--- src/rtl/cfg_i2c_pkg.sv ---
package cfg_i2c_pkg;

    typedef enum logic [2:0] {
        ST_IDLE,
        ST_RX,
        ST_ACK,
        ST_TX,
        ST_RACK
    } link_state_t;

    // power-on value of register i: register 0 clear, enable bytes all set
    function automatic logic [7:0] reg_default(input int idx);
        return (idx == 0) ? 8'h00 : 8'hFF;
    endfunction

endpackage

--- src/rtl/cfg_i2c_sync.sv ---
module cfg_i2c_sync #(
    parameter int STAGES = 2
) (
    input  logic clk,
    input  logic rst_n,
    input  logic scl_i,
    input  logic sda_i,
    output logic scl_s,
    output logic sda_s,
    output logic scl_rise,
    output logic scl_fall,
    output logic start_det,
    output logic stop_det
);
    logic [STAGES-1:0] scl_ff;
    logic [STAGES-1:0] sda_ff;
    logic              scl_p;
    logic              sda_p;

    always_ff @(posedge clk or negedge rst_n) begin
        if (!rst_n) begin
            scl_ff <= '1;
            sda_ff <= '1;
            scl_p  <= 1'b1;
            sda_p  <= 1'b1;
        end else begin
            scl_ff <= {scl_ff[STAGES-2:0], scl_i};
            sda_ff <= {sda_ff[STAGES-2:0], sda_i};
            scl_p  <= scl_ff[STAGES-1];
            sda_p  <= sda_ff[STAGES-1];
        end
    end

    assign scl_s     = scl_ff[STAGES-1];
    assign sda_s     = sda_ff[STAGES-1];
    assign scl_rise  = scl_s & ~scl_p;
    assign scl_fall  = ~scl_s & scl_p;
    assign start_det = scl_s & scl_p & sda_p & ~sda_s;
    assign stop_det  = scl_s & scl_p & ~sda_p & sda_s;

endmodule

--- src/rtl/cfg_i2c_fsm.sv ---
module cfg_i2c_fsm
    import cfg_i2c_pkg::*;
#(
    parameter int         NUM_REGS = 6,
    parameter logic [6:0] DEV_ADDR = 7'h69,
    parameter int         CNT_W    = 5
) (
    input  logic             clk,
    input  logic             rst_n,
    input  logic             scl_s,
    input  logic             sda_s,
    input  logic             scl_rise,
    input  logic             scl_fall,
    input  logic             start_det,
    input  logic             stop_det,
    input  logic [7:0]       rd_data,
    output logic [CNT_W-1:0] rd_idx,
    output logic             wr_en,
    output logic [CNT_W-1:0] wr_idx,
    output logic [7:0]       wr_data,
    output logic             sda_oe
);
    localparam logic [CNT_W-1:0] CNT_MAX = '1;
    localparam logic [7:0]       COUNT_B = 8'(NUM_REGS);

    link_state_t      state, state_n;
    logic [3:0]       bit_cnt, bit_n;
    logic [7:0]       sh, sh_n;
    logic [CNT_W-1:0] byte_no, byte_n;
    logic             addr_ph, addr_n;
    logic             is_rd, rd_n;
    logic             ack_ok, ack_n;
    logic [7:0]       tx_load;
    logic [CNT_W-1:0] byte_inc;

    assign rd_idx   = byte_no - 1'b1;
    assign tx_load  = (byte_no == '0) ? COUNT_B : rd_data;
    assign byte_inc = (byte_no == CNT_MAX) ? byte_no : byte_no + 1'b1;
    assign wr_idx   = byte_no - 2'd2;
    assign wr_data  = sh;

    always_comb begin
        state_n = state;
        bit_n   = bit_cnt;
        sh_n    = sh;
        byte_n  = byte_no;
        addr_n  = addr_ph;
        rd_n    = is_rd;
        ack_n   = ack_ok;
        wr_en   = 1'b0;
        if (stop_det) begin
            state_n = ST_IDLE;
        end else if (start_det) begin
            state_n = ST_RX;
            bit_n   = '0;
            byte_n  = '0;
            addr_n  = 1'b1;
            rd_n    = 1'b0;
        end else begin
            unique case (state)
                ST_IDLE: ;
                ST_RX: begin
                    if (scl_rise && bit_cnt != 4'd8) begin
                        sh_n  = {sh[6:0], sda_s};
                        bit_n = bit_cnt + 1'b1;
                    end else if (scl_fall && bit_cnt == 4'd8) begin
                        bit_n = '0;
                        if (addr_ph) begin
                            if (sh[7:1] == DEV_ADDR) begin
                                state_n = ST_ACK;
                                rd_n    = sh[0];
                                addr_n  = 1'b0;
                                byte_n  = '0;
                            end else begin
                                state_n = ST_IDLE;
                            end
                        end else begin
                            state_n = ST_ACK;
                            wr_en   = (byte_no >= 2);
                            byte_n  = byte_inc;
                        end
                    end
                end
                ST_ACK: begin
                    if (scl_fall) begin
                        bit_n = '0;
                        if (is_rd) begin
                            state_n = ST_TX;
                            sh_n    = tx_load;
                            byte_n  = byte_inc;
                        end else begin
                            state_n = ST_RX;
                        end
                    end
                end
                ST_TX: begin
                    if (scl_rise) begin
                        bit_n = bit_cnt + 1'b1;
                    end else if (scl_fall) begin
                        if (bit_cnt == 4'd8) state_n = ST_RACK;
                        else                 sh_n = {sh[6:0], 1'b1};
                    end
                end
                ST_RACK: begin
                    if (scl_rise) begin
                        ack_n = ~sda_s;
                    end else if (scl_fall) begin
                        if (ack_ok) begin
                            state_n = ST_TX;
                            sh_n    = tx_load;
                            byte_n  = byte_inc;
                            bit_n   = '0;
                        end else begin
                            state_n = ST_IDLE;
                        end
                    end
                end
                default: state_n = ST_IDLE;
            endcase
        end
    end

    always_ff @(posedge clk or negedge rst_n) begin
        if (!rst_n) begin
            state   <= ST_IDLE;
            bit_cnt <= '0;
            sh      <= '0;
            byte_no <= '0;
            addr_ph <= 1'b0;
            is_rd   <= 1'b0;
            ack_ok  <= 1'b0;
        end else begin
            state   <= state_n;
            bit_cnt <= bit_n;
            sh      <= sh_n;
            byte_no <= byte_n;
            addr_ph <= addr_n;
            is_rd   <= rd_n;
            ack_ok  <= ack_n;
        end
    end

    always_comb begin
        sda_oe = (state == ST_ACK) || (state == ST_TX && !sh[7]);
    end

    assert_start_rx_R9: assert property (@(posedge clk) disable iff (!rst_n)
        (start_det && !stop_det) |=> (state == ST_RX && bit_cnt == 4'd0 && addr_ph));

    assert_stop_idle_R4: assert property (@(posedge clk) disable iff (!rst_n)
        stop_det |=> (state == ST_IDLE && !sda_oe));

    assert_oe_scl_low_R10: assert property (@(posedge clk) disable iff (!rst_n)
        (!$stable(sda_oe) && !$past(start_det) && !$past(stop_det)) |-> !scl_s);

endmodule

--- src/rtl/cfg_i2c_regfile.sv ---
module cfg_i2c_regfile
    import cfg_i2c_pkg::*;
#(
    parameter int NUM_REGS = 6,
    parameter int CNT_W    = 5
) (
    input  logic                  clk,
    input  logic                  rst_n,
    input  logic                  wr_en,
    input  logic [CNT_W-1:0]      wr_idx,
    input  logic [7:0]            wr_data,
    input  logic [CNT_W-1:0]      rd_idx,
    output logic [7:0]            rd_data,
    output logic [NUM_REGS*8-1:0] cfg_flat
);
    localparam logic [CNT_W-1:0] NREG_C = CNT_W'(NUM_REGS);

    logic [7:0] q [NUM_REGS];

    for (genvar i = 0; i < NUM_REGS; i++) begin : g_reg
        always_ff @(posedge clk or negedge rst_n) begin
            if (!rst_n)                                   q[i] <= reg_default(i);
            else if (wr_en && wr_idx == CNT_W'(i))        q[i] <= wr_data;
        end
        assign cfg_flat[i*8 +: 8] = q[i];
    end

    always_comb begin
        rd_data = 8'hFF;
        for (int i = 0; i < NUM_REGS; i++) begin
            if (rd_idx == CNT_W'(i)) rd_data = q[i];
        end
    end

    assert_oob_ignored_R5: assert property (@(posedge clk) disable iff (!rst_n)
        (wr_en && wr_idx >= NREG_C) |=> $stable(cfg_flat));

endmodule

--- src/rtl/cfg_i2c_slave.sv ---
module cfg_i2c_slave
    import cfg_i2c_pkg::*;
#(
    parameter int         NUM_REGS    = 6,
    parameter int         SYNC_STAGES = 2,
    parameter logic [6:0] DEV_ADDR    = 7'h69
) (
    input  logic                  clk,
    input  logic                  rst_n,
    input  logic                  scl_i,
    input  logic                  sda_i,
    output logic                  sda_oe,
    output logic [NUM_REGS*8-1:0] cfg_bytes,
    output logic                  use_reg_freq,
    output logic [4:0]            freq_code,
    output logic                  spread_en,
    output logic                  outputs_off
);
    localparam int CNT_W = $clog2(NUM_REGS + 3) + 1;

    logic             scl_s, sda_s, scl_rise, scl_fall, start_det, stop_det;
    logic             wr_en;
    logic [CNT_W-1:0] wr_idx, rd_idx;
    logic [7:0]       wr_data, rd_data;

    cfg_i2c_sync #(.STAGES(SYNC_STAGES)) u_sync (
        .clk       (clk),
        .rst_n     (rst_n),
        .scl_i     (scl_i),
        .sda_i     (sda_i),
        .scl_s     (scl_s),
        .sda_s     (sda_s),
        .scl_rise  (scl_rise),
        .scl_fall  (scl_fall),
        .start_det (start_det),
        .stop_det  (stop_det)
    );

    cfg_i2c_fsm #(.NUM_REGS(NUM_REGS), .DEV_ADDR(DEV_ADDR), .CNT_W(CNT_W)) u_fsm (
        .clk       (clk),
        .rst_n     (rst_n),
        .scl_s     (scl_s),
        .sda_s     (sda_s),
        .scl_rise  (scl_rise),
        .scl_fall  (scl_fall),
        .start_det (start_det),
        .stop_det  (stop_det),
        .rd_data   (rd_data),
        .rd_idx    (rd_idx),
        .wr_en     (wr_en),
        .wr_idx    (wr_idx),
        .wr_data   (wr_data),
        .sda_oe    (sda_oe)
    );

    cfg_i2c_regfile #(.NUM_REGS(NUM_REGS), .CNT_W(CNT_W)) u_regs (
        .clk      (clk),
        .rst_n    (rst_n),
        .wr_en    (wr_en),
        .wr_idx   (wr_idx),
        .wr_data  (wr_data),
        .rd_idx   (rd_idx),
        .rd_data  (rd_data),
        .cfg_flat (cfg_bytes)
    );

    assign use_reg_freq = cfg_bytes[3];
    assign freq_code    = {cfg_bytes[2], cfg_bytes[7:4]};
    assign spread_en    = cfg_bytes[1];
    assign outputs_off  = cfg_bytes[0];

    assert_write_acked_R3: assert property (@(posedge clk) disable iff (!rst_n)
        wr_en |=> sda_oe);

endmodule

--- config.mk ---
export PLATFORM = sky130hd
export DESIGN_NAME = cfg_i2c_slave
export DESIGN_NICKNAME = d
export VERILOG_FILES = /design/src/rtl/cfg_i2c_pkg.sv /design/src/rtl/cfg_i2c_sync.sv /design/src/rtl/cfg_i2c_fsm.sv /design/src/rtl/cfg_i2c_regfile.sv /design/src/rtl/cfg_i2c_slave.sv
export SDC_FILE = /design/constraint.sdc
export NUM_CORES = 1
export LEC_CHECK = 0
export ABC_AREA = 1
export ABC_CLOCK_PERIOD_IN_PS = 3200
export BUFFER_PORTS_ARGS = -buffer_cell sky130_fd_sc_hd__buf_2
export CAP_MARGIN = 20
export CORE_MARGIN = 2
export CORE_UTILIZATION = 45
export DETAILED_ROUTE_END_ITERATION = 10
export MAX_ROUTING_LAYER = met4
export PLACE_DENSITY_LB_ADDON = 0.3
export SYNTH_ARGS = -nofsm -noshare
export SYNTH_HDL_FRONTEND = slang
export SYNTH_SLANG_ARGS = --single-unit
--- constraint.sdc ---
create_clock -name clk -period 3.2 [get_ports clk]
set_input_delay 0.64 -clock clk [delete_from_list [all_inputs] [get_ports clk]]
set_output_delay 0.64 -clock clk [all_outputs]
set_load 0.02 [all_outputs]
* Word level (Yosys, flattened, before mapping)
Index checks and enable logic that the tools add are counted.
** Cells by class
- Multiplexer cells :: 71
- Bitwise gates (word level) :: 13
- Magnitude comparators :: 1
- Equal/unequal tests :: 47
- $add $sub $neg :: 4
- Reductions and logical operators :: 29
** Operator list (count)
- 2-to-1 mux 8 bit :: 16
- 2-to-1 mux 5 bit :: 11
- 2-to-1 mux 4 bit :: 8
- case mux 8 bit (4 select lines) :: 1
- 2-to-1 mux 3 bit :: 10
- == test 5 x 2 -> 1 bit (second input constant) :: 4
- == test 5 x 3 -> 1 bit (second input constant) :: 4
- inequality test 4 x 3 -> 1 bit (second input constant) :: 5
- inequality test 4 bit (second input constant) :: 5
- 2-to-1 mux 1 bit :: 18
- inequality test 3 x 2 -> 1 bit (second input constant) :: 6
- case mux 4 bit (4 select lines) :: 1
- logical NOT 5 bit :: 3
- case mux 3 bit (5 select lines) :: 1
- case mux 5 bit (3 select lines) :: 1
- inequality test 2 x 1 -> 1 bit (second input constant) :: 6
- AND reduction 12 bit :: 1
- == test 5 x 1 -> 1 bit (second input constant) :: 2
- AND reduction 10 bit :: 1
- logical AND 1 bit :: 9
- inequality test 3 bit (second input constant) :: 3
- AND reduction 9 bit :: 1
- 2-to-1 mux 2 bit :: 4
- inequality test 2 bit (second input constant) :: 4
- 23 further kinds :: 40
** Word-level totals
- Register bits after elaboration :: 77
- Output and inout bits :: 57
- Bits of input ports :: 4

* Logic depth before layout (Yosys ltp)
Gate-level depths: netlist of run 1.
- Depth after elaboration :: 13
- Gate-level depth with buffers :: 16
- Mapped depth without buffers :: 16

* Hierarchy
From an unflattened synthesis of run 1, not the netlist that was laid out.
** Unflattened totals
- Cells, all modules :: 667
- Area, all modules :: 4941.0 um^2
** Modules (own cells, without submodules)
- cfg_i2c_regfile :: times used 1, cells each 307, area an instance 2528.7 um^2, sequential area each 1251.2 um^2
- cfg_i2c_fsm :: times used 1, cells each 335, area an instance 2153.3 um^2, sequential area each 575.6 um^2
- cfg_i2c_sync :: times used 1, cells each 17, area an instance 198.9 um^2, sequential area each 157.7 um^2
- cfg_i2c_slave :: times used 1, cells each 8, area an instance 60.1 um^2, sequential area each 0.0 um^2

* Worst setup path after synthesis of run 1
Ideal clock, no wire load.
- Path type :: reg2reg
- From :: register u_fsm.bit_cnt[0]
- To :: register u_regs.q, in the netlist u_regs.cfg_flat[24]
- Path slack :: 1.218 ns
- Period minus slack after synthesis :: 1.982 ns
- Arrival time :: 1.903 ns
- Path buffers :: 1
- Cell stages (with the launch flop) :: 12
- Cell sequence :: dfrtp_1 -> inv_1 -> ha_1 -> nand2_1 -> nor2_1 -> inv_1 -> nor2_1 -> inv_1 -> nor4_4 -> nand3_1 -> buf_6 -> o21ai_0
** Between the ends
- Cells in the longest elaborated chain, start to end :: 8
- Elaborated cells on any way between the ends :: 10
- Classes of those cells :: eq/ne (2); mux (5); reduce/logical (3)
** RTL lines
- start, declared :: RTL line cfg_i2c_fsm.sv:27 : logic [3:0] bit_cnt, bit_n;
- start signal, assigned :: RTL line cfg_i2c_fsm.sv:134 : bit_cnt <= bit_n;
- == test 4 bit :: RTL line cfg_i2c_fsm.sv:66 : end else if (scl_fall && bit_cnt == 4'd8) begin
- logical AND 1 bit :: RTL line cfg_i2c_fsm.sv:66
- 2-to-1 mux 1 bit :: RTL line cfg_i2c_fsm.sv:66
- 2-to-1 mux 1 bit (*) :: RTL line cfg_i2c_fsm.sv:63 : if (scl_rise && bit_cnt != 4'd8) begin
- 2-to-1 mux 1 bit (*) :: RTL line cfg_i2c_fsm.sv:60 : unique case (state)
- 2-to-1 mux 1 bit (*) :: RTL line cfg_i2c_fsm.sv:53 : end else if (start_det) begin
- 2-to-1 mux 1 bit (*) :: RTL line cfg_i2c_fsm.sv:51 : if (stop_det) begin
- logical AND 1 bit (*) :: RTL line cfg_i2c_regfile.sv:23 : else if (wr_en && wr_idx == CNT_W'(i)) q[i] <= wr_data;
- end signal, assigned by index :: RTL line cfg_i2c_regfile.sv:22 : if (!rst_n) q[i] <= reg_default(i);
- end signal, assigned by index :: RTL line cfg_i2c_regfile.sv:23
- end, declared :: RTL line cfg_i2c_regfile.sv:18 : logic [7:0] q [NUM_REGS];
Every way passes the cells marked *; elsewhere a longest branch is shown, timed or not.
A chain may end at the register's enable or synchronous reset.

* Worst setup path in the final report of run 1
- From :: register u_fsm.byte_no[1]
- To :: register u_fsm.sh[4] (netlist: u_fsm.wr_data[4])
** Between the ends
- Cells in the longest elaborated chain, start to end :: 13
- Elaborated cells on any way between the ends :: 21
- Classes of those cells :: add/sub (1); eq/ne (5); mux (13); reduce/logical (2)
** RTL lines
- start, declared :: RTL line cfg_i2c_fsm.sv:29 : logic [CNT_W-1:0] byte_no, byte_n;
- start signal, assigned :: RTL line cfg_i2c_fsm.sv:136 : byte_no <= byte_n;
- subtractor 5 x 1 -> 5 bit :: RTL line cfg_i2c_fsm.sv:36 : assign rd_idx = byte_no - 1'b1;
- logical NOT 5 bit :: RTL line cfg_i2c_regfile.sv:31 : if (rd_idx == CNT_W'(i)) rd_data = q[i];
- 2-to-1 mux 8 bit (6 in a row) :: RTL line cfg_i2c_regfile.sv:31
- 2-to-1 mux 8 bit (*) :: RTL line cfg_i2c_fsm.sv:37 : assign tx_load = (byte_no == '0) ? COUNT_B : rd_data;
- 2-to-1 mux 8 bit :: RTL line cfg_i2c_fsm.sv:108 : if (ack_ok) begin
- 2-to-1 mux 8 bit :: RTL line cfg_i2c_fsm.sv:107 : end else if (scl_fall) begin
- 2-to-1 mux 8 bit :: RTL line cfg_i2c_fsm.sv:105 : if (scl_rise) begin
- case mux 8 bit (4 select lines) (*) :: RTL line cfg_i2c_fsm.sv:60
- end signal, assigned :: RTL line cfg_i2c_fsm.sv:135 : sh <= sh_n;
- end, declared :: RTL line cfg_i2c_fsm.sv:28 : logic [7:0] sh, sh_n;
Every way passes the cells marked *; elsewhere a longest branch is shown, timed or not. The select of a mux whose other input is x is not followed.

==> results.json, run 1 <==
{
  "cts_sinks": 77,
  "fin_worst_skew_ns": 0.0123,
  "wl_per_cell_um": 14.6,
  "root_buffer": "clkbuf_8",
  "clock_path_buffers": 2,
  "synth_top_area_share": 0.297,
  "async_flop_share": 1.00,
  "vias_per_cell": 5.33,
  "final_cell_mix": "nand2_1 (120), o21ai_0 (76), buf_2 (59)",
  "power.share.combinational": 0.450,
  "port_buffers": 60,
  "dpl_cell_area_sq_mm": 0.00442,
  "endpoint_kind": "register",
  "vdd_drop_max_v": 0.000587,
  "core_area_sq_mm": 0.00876,
  "design_area_sq_mm": 0.00463,
  "path_class": "register to register",
  "status": "complete, no violations",
  "yosysUniqueCellTypes": 30,
  "p_leak_nw": 2.24,
  "slew_viol_final": 0,
  "internal-power_mw": 2.06,
  "hp-class": "register to register",
  "maxCapViolations": 0,
  "dpl.hpwl_um": 7230,
  "synth_area_sq_mm": 0.00407,
  "cts_resized": 0,
  "hold_viol": 0,
  "synth_edf_count": 0,
  "rows": 34,
  "die_y_um": 99.1,
  "antenna_found_initial": 0,
  "yosysWarnings": 0,
  "io_pins": 61,
  "dr.first_iter.drc_count": 264,
  "grt_usage": 0.222,
  "synth.area.top_cells": "dfstp_2 (30%), dfrtp_1 (19%), nand2_1 (11%), o21ai_0 (9.4%), nor2_1 (5.4%)",
  "p_seq_frac": 0.326,
  "power.density_mw_per_mm2": 790,
  "grt_overflow_total": 0,
  "power_frac_clock": 0.224,
  "dr_total_vias": 3624,
  "htreeDepth": 3,
  "slew-limit-headroom": 0.372,
  "dp_cells": 664,
  "postCtsSetupBuffers": 0,
  "area_growth_pct": 13.9,
  "postRouteAntennaNets": 0,
  "wirelength_um": 9960,
  "die_w_um": 99.1,
  "min_period_ns": 2.51,
  "avgSynthCellArea_sq_um": 7.96,
  "power_switching_mw": 1.60,
  "swShare": 0.437,
  "cts-buffers-inserted": 9,
  "required_ns": 3.41,
  "grt_pass1_vias": 3386,
  "n_fill_cell": 826,
  "die_area_sq_mm": 0.00982,
  "start_kind": "register",
  "ys_seq_area_frac": 0.488,
  "nNetsFinal": 582,
  "netlist_instances": 511,
  "first_pass_iters": 5,
  "max_freq_ghz": 0.398,
  "finalNonFillerCells": 680,
  "clkLatencyLatePin_ns": 0.35,
  "cts_tree": "done",
  "finalCritPeriodShare": 0.786,
  "path_clk_slew_ns": 0.08,
  "crit_fanout": 10,
  "setup_viol": 0,
  "drc": 0,
  "synth-seq-cells": 77,
  "tightest_slew_ns": 0.942,
  "grt_max_degree": 78,
  "crit_arrival_ns": 2.72,
  "drive_above_1_share": 0.227,
  "mostFrequentLayoutCell": "nand2_1",
  "yosys.area.top_type": "dfstp_2",
  "postSynthNetCount": 526,
  "fin_setup_tns_ns": 0,
  "synth-main-ff-cell": "dfstp_2",
  "n_antenna_cell": 0,
  "gp_congestion": 1.04,
  "initial_utilization": 0.464,
  "rsz0062_at_grt": "false",
  "cts-hold-fix-buffers": 0,
  "grt_pass1_wl_um": 16900
}
cells by family after synthesis:
logic type	share of synthesized area
AND/OR/NAND/NOR	0.233
AO/OA/AOI/OAI	0.162
flip-flops	0.488
buffers and inverters	0.0747
adder cells (fa/ha/maj)	0.0338
XOR/XNOR	0.00861
critical path, stage by stage, from the launching register on:
cell,delay [ns]
dfrtp_1,0.46
inv_1,0.21
ha_1,0.25
nand2_1,0.07
nand2_1,0.11
nand2_1,0.08
nor2_1,0.17
inv_1,0.08
nor2_2,0.36
inv_1,0.26
nor2_1,0.14
nor2_1,0.05
nand2_1,0.07
a22oi_1,0.07
synth_stat cells, types with 5 or more instances:
cell and instances:
ha_1 11, nand2_1 120, clkbuf_1 5, o21ai_0 76, buf_4 8, nand3b_1 6, a22oi_1 6, nor2_1 58
dfrtp_1 31, inv_1 52, nor3_1 8, nand3_1 19, dfstp_2 46, a21oi_1 38
area by class of cell:
| cell class | count | area (sq um) | area share |
|---|---|---|---|
| tap | 108 | 135 | 0.0292 |
| clock buffer | 12 | 145 | 0.0313 |
| sequential | 77 | 1980 | 0.428 |
| inverter | 53 | 199 | 0.0429 |
| multi-input combinational | 364 | 1780 | 0.384 |
| clock inverter | 4 | 72.6 | 0.0157 |
| timing repair buffer | 62 | 318 | 0.0686 |
flip-flops by register name, summed over array words and instances (netlist names), 2 cells and up:
name,cells
u_regs.cfg_flat,48
u_fsm.wr_data,8
u_fsm.byte_no,5
u_fsm.bit_cnt,4
u_fsm.state,3
u_sync.scl_ff,2
u_sync.sda_ff,2
power by group through the flow:
stage               Sequential [mW]  Combinational, mW  Clock (mW)
global placement               1.21               1.58           0
global route                   1.21               1.90       0.867
floorplan                      1.18               1.20           0
finish                         1.19               1.65       0.820
CTS                            1.19               1.62       0.836
detailed placement             1.21               1.61           0
per-stage QoR:
step	setup WS, ns	power, mW	hold WS, ns	util
3_3_place_gp	0.780	2.78	0.347	0.504
6_report	0.685	3.66	0.359	0.529
3_5_place_dp	0.768	2.82	0.348	0.504
4_1_cts	0.757	3.65	0.360	0.529
2_1_floorplan	1.22	2.37	0.344	-
5_1_grt	0.391	3.98	0.359	0.529
final timing paths:
check,startpoint,end,slack [ns],depth (start not counted)
max,u_fsm.byte_no[1]$_DFFE_PN0P_,u_fsm.wr_data[4]$_DFFE_PN0P_,0.69,13
min,u_sync.sda_ff[0]$_DFF_PN1_,u_sync.sda_ff[1]$_DFF_PN1_,0.36,0
max reg2reg,u_fsm.byte_no[1]$_DFFE_PN0P_,u_fsm.wr_data[4]$_DFFE_PN0P_,0.69,13
min reg2reg,u_sync.sda_ff[0]$_DFF_PN1_,u_sync.sda_ff[1]$_DFF_PN1_,0.36,0
max in group asynchronous,rst_n,u_fsm.wr_data[7]$_DFFE_PN0P_,2.16,1
min in group asynchronous,rst_n,u_fsm.byte_no[4]$_DFFE_PN0P_,0.43,1
metal layers:
metal	global-route usage	vias up	routed length (um)
met1	0.309	1689	4670
met5	-	-	0
met4	0.0622	0	127
li1	-	1782	-
met3	0.0447	15	651
met2	0.333	138	4510
Power figures use the tool's default switching activity.
==> inputs of run 2 (changes only) <==
--- a/config.mk
+++ b/config.mk
@@ -6,7 +6,7 @@
 export NUM_CORES = 1
 export LEC_CHECK = 0
 export ABC_AREA = 1
-export ABC_CLOCK_PERIOD_IN_PS = 3200
+export ABC_CLOCK_PERIOD_IN_PS = 2600
 export BUFFER_PORTS_ARGS = -buffer_cell sky130_fd_sc_hd__buf_2
 export CAP_MARGIN = 20
 export CORE_MARGIN = 2
==> constraint.sdc (replaced) <==
create_clock -name clk -period 2.6 [get_ports clk]
set_input_delay 0.52 -clock clk [delete_from_list [all_inputs] [get_ports clk]]
set_output_delay 0.52 -clock clk [all_outputs]
set_load 0.02 [all_outputs]
==> results.json, run 2 (synthesized netlist as in run 1, its figures left out) <==
{
  "status": "complete, no violations",
  "rows": 34,
  "cts-buffers-inserted": 9,
  "r2r_start": "u_fsm.bit_cnt[0]$_DFFE_PN0P_",
  "crit_arrival_ns": 2.61,
  "die_area_sq_mm": 0.00982,
  "finalCritPeriodShare": 0.899,
  "hp-class": "primary input to asynchronous set/reset pin",
  "grt_max_degree": 78,
  "drive_above_1_share": 0.241,
  "n_fill_cell": 833,
  "cts_sinks": 77,
  "dr_total_vias": 3604,
  "postRouteAntennaNets": 0,
  "drc": 0,
  "rsz0062_at_grt": "true",
  "die_y_um": 99.1,
  "final_cell_mix": "nand2_1 (119), o21ai_0 (76), buf_2 (59)",
  "die_w_um": 99.1,
  "max_freq_ghz": 0.428,
  "n_antenna_cell": 0,
  "cts_tree": "done",
  "slew_viol_final": 0,
  "clock_path_buffers": 2,
  "required_ns": 2.88,
  "vdd_drop_max_v": 0.000441,
  "io_pins": 61,
  "port_buffers": 60,
  "mostFrequentLayoutCell": "nand2_1",
  "finalNonFillerCells": 685,
  "path_clk_slew_ns": 0.08,
  "dpl.hpwl_um": 7320,
  "min_period_ns": 2.34,
  "core_area_sq_mm": 0.00876,
  "ff2ff_setup_slack_ns": 0.26,
  "power.density_mw_per_mm2": 977,
  "gp_congestion": 0.898,
  "path_class": "register to register",
  "multi_input_area_sq_mm": 0.00179,
  "hold_viol": 0,
  "slew-limit-headroom": 0.673,
  "htreeDepth": 3,
  "dr.first_iter.drc_count": 240,
  "setup.worst_path.end": "u_regs.cfg_flat[47]$_DFFE_PN1P_",
  "maxCapViolations": 0,
  "crit_start": "u_fsm.bit_cnt[0]$_DFFE_PN0P_",
  "whs_ns": 0.141,
  "reg2reg_depth": 10,
  "crit_fanout": 16,
  "total_power_mw": 4.61,
  "clkLatencyLatePin_ns": 0.36,
  "initial_utilization": 0.464,
  "setup_viol": 0,
  "final-seq-area_sq_mm": 0.00198,
  "grt_pass1_vias": 3384,
  "grt_overflow_total": 0,
  "start_kind": "register",
  "fin_worst_skew_ns": 0.00731,
  "dp_cells": 669,
  "antenna_found_initial": 0,
  "endpoint_kind": "register",
  "largest_reg_flops": 48,
  "vias_per_cell": 5.26,
  "reg2reg_to": "u_regs.cfg_flat[47]$_DFFE_PN1P_",
  "root_buffer": "clkbuf_8",
  "wirelength_um": 9920,
  "tightest_slew_ns": 0.490,
  "wl_per_cell_um": 14.5,
  "grt_usage": 0.219,
  "grt_pass1_wl_um": 16500,
  "p_leak_nw": 2.28,
  "first_pass_iters": 5,
  "cts-hold-fix-buffers": 0,
  "nNetsFinal": 587,
  "area_growth_pct": 16.0
}
[run 2: final cells by class]
cell class / count / area share
timing repair buffer: 67 / 0.0780
sequential: 77 / 0.421
tap: 108 / 0.0286
clock buffer: 10 / 0.0271
clock inverter: 6 / 0.0236
inverter: 53 / 0.0422
multi-input combinational: 364 / 0.380
[run 2: stage by stage]
stage | area (sq um) | utilization | setup TNS (ns) | worst slack [ns]
2_1_floorplan | 4070 | - | 0 | 0.618
5_1_grt | 4720 | 0.538 | -0.186 | -0.0418
6_report | 4720 | 0.538 | 0 | 0.262
3_5_place_dp | 4470 | 0.510 | 0 | 0.204
4_1_cts | 4700 | 0.537 | 0 | 0.199
3_3_place_gp | 4470 | 0.510 | 0 | 0.309
[run 2: critical path, stage by stage (launching register included)]
cell	delay [ns]
dfrtp_1	0.39
inv_1	0.10
ha_1	0.16
nand2_1	0.05
nor2_1	0.11
inv_1	0.06
nor2_1	0.12
inv_1	0.15
nor4_4	0.41
nand2_1	0.42
o21ai_0	0.29
[run 2: power breakdown]
group          internal [mW]  total (mW)  switching (mW)  leakage, nW
Sequential              1.34        1.46           0.114        0.867
Clock                  0.638        1.08           0.445        0.116
Combinational          0.665        2.07            1.40         1.30
[run 2: worst min path at each step]
stage                                    start                        endpoint  slack [ns]
floorplan                                rst_n        u_fsm.ack_ok$_DFFE_PN0P_        0.22
global placement    u_sync.sda_ff[0]$_DFF_PN1_      u_sync.sda_ff[1]$_DFF_PN1_        0.35
detailed placement  u_sync.scl_ff[0]$_DFF_PN1_      u_sync.scl_ff[1]$_DFF_PN1_        0.35
CTS                                      rst_n  u_regs.cfg_flat[4]$_DFFE_PN0P_        0.18
global route                             rst_n    u_fsm.byte_no[4]$_DFFE_PN0P_        0.19
finish                                   rst_n    u_fsm.byte_no[4]$_DFFE_PN0P_        0.14
[run 2: layer usage]
layer	track usage	routed length [um]
met2	0.318	4480
met5	-	0
met3	0.0489	714
met4	0.0727	150
met1	0.305	4570
[run 2: what timing repair did]
item,in CTS,in global routing
gates resized for setup,0,3
endpoints found under the setup margin,0,15
setup buffers,0,0
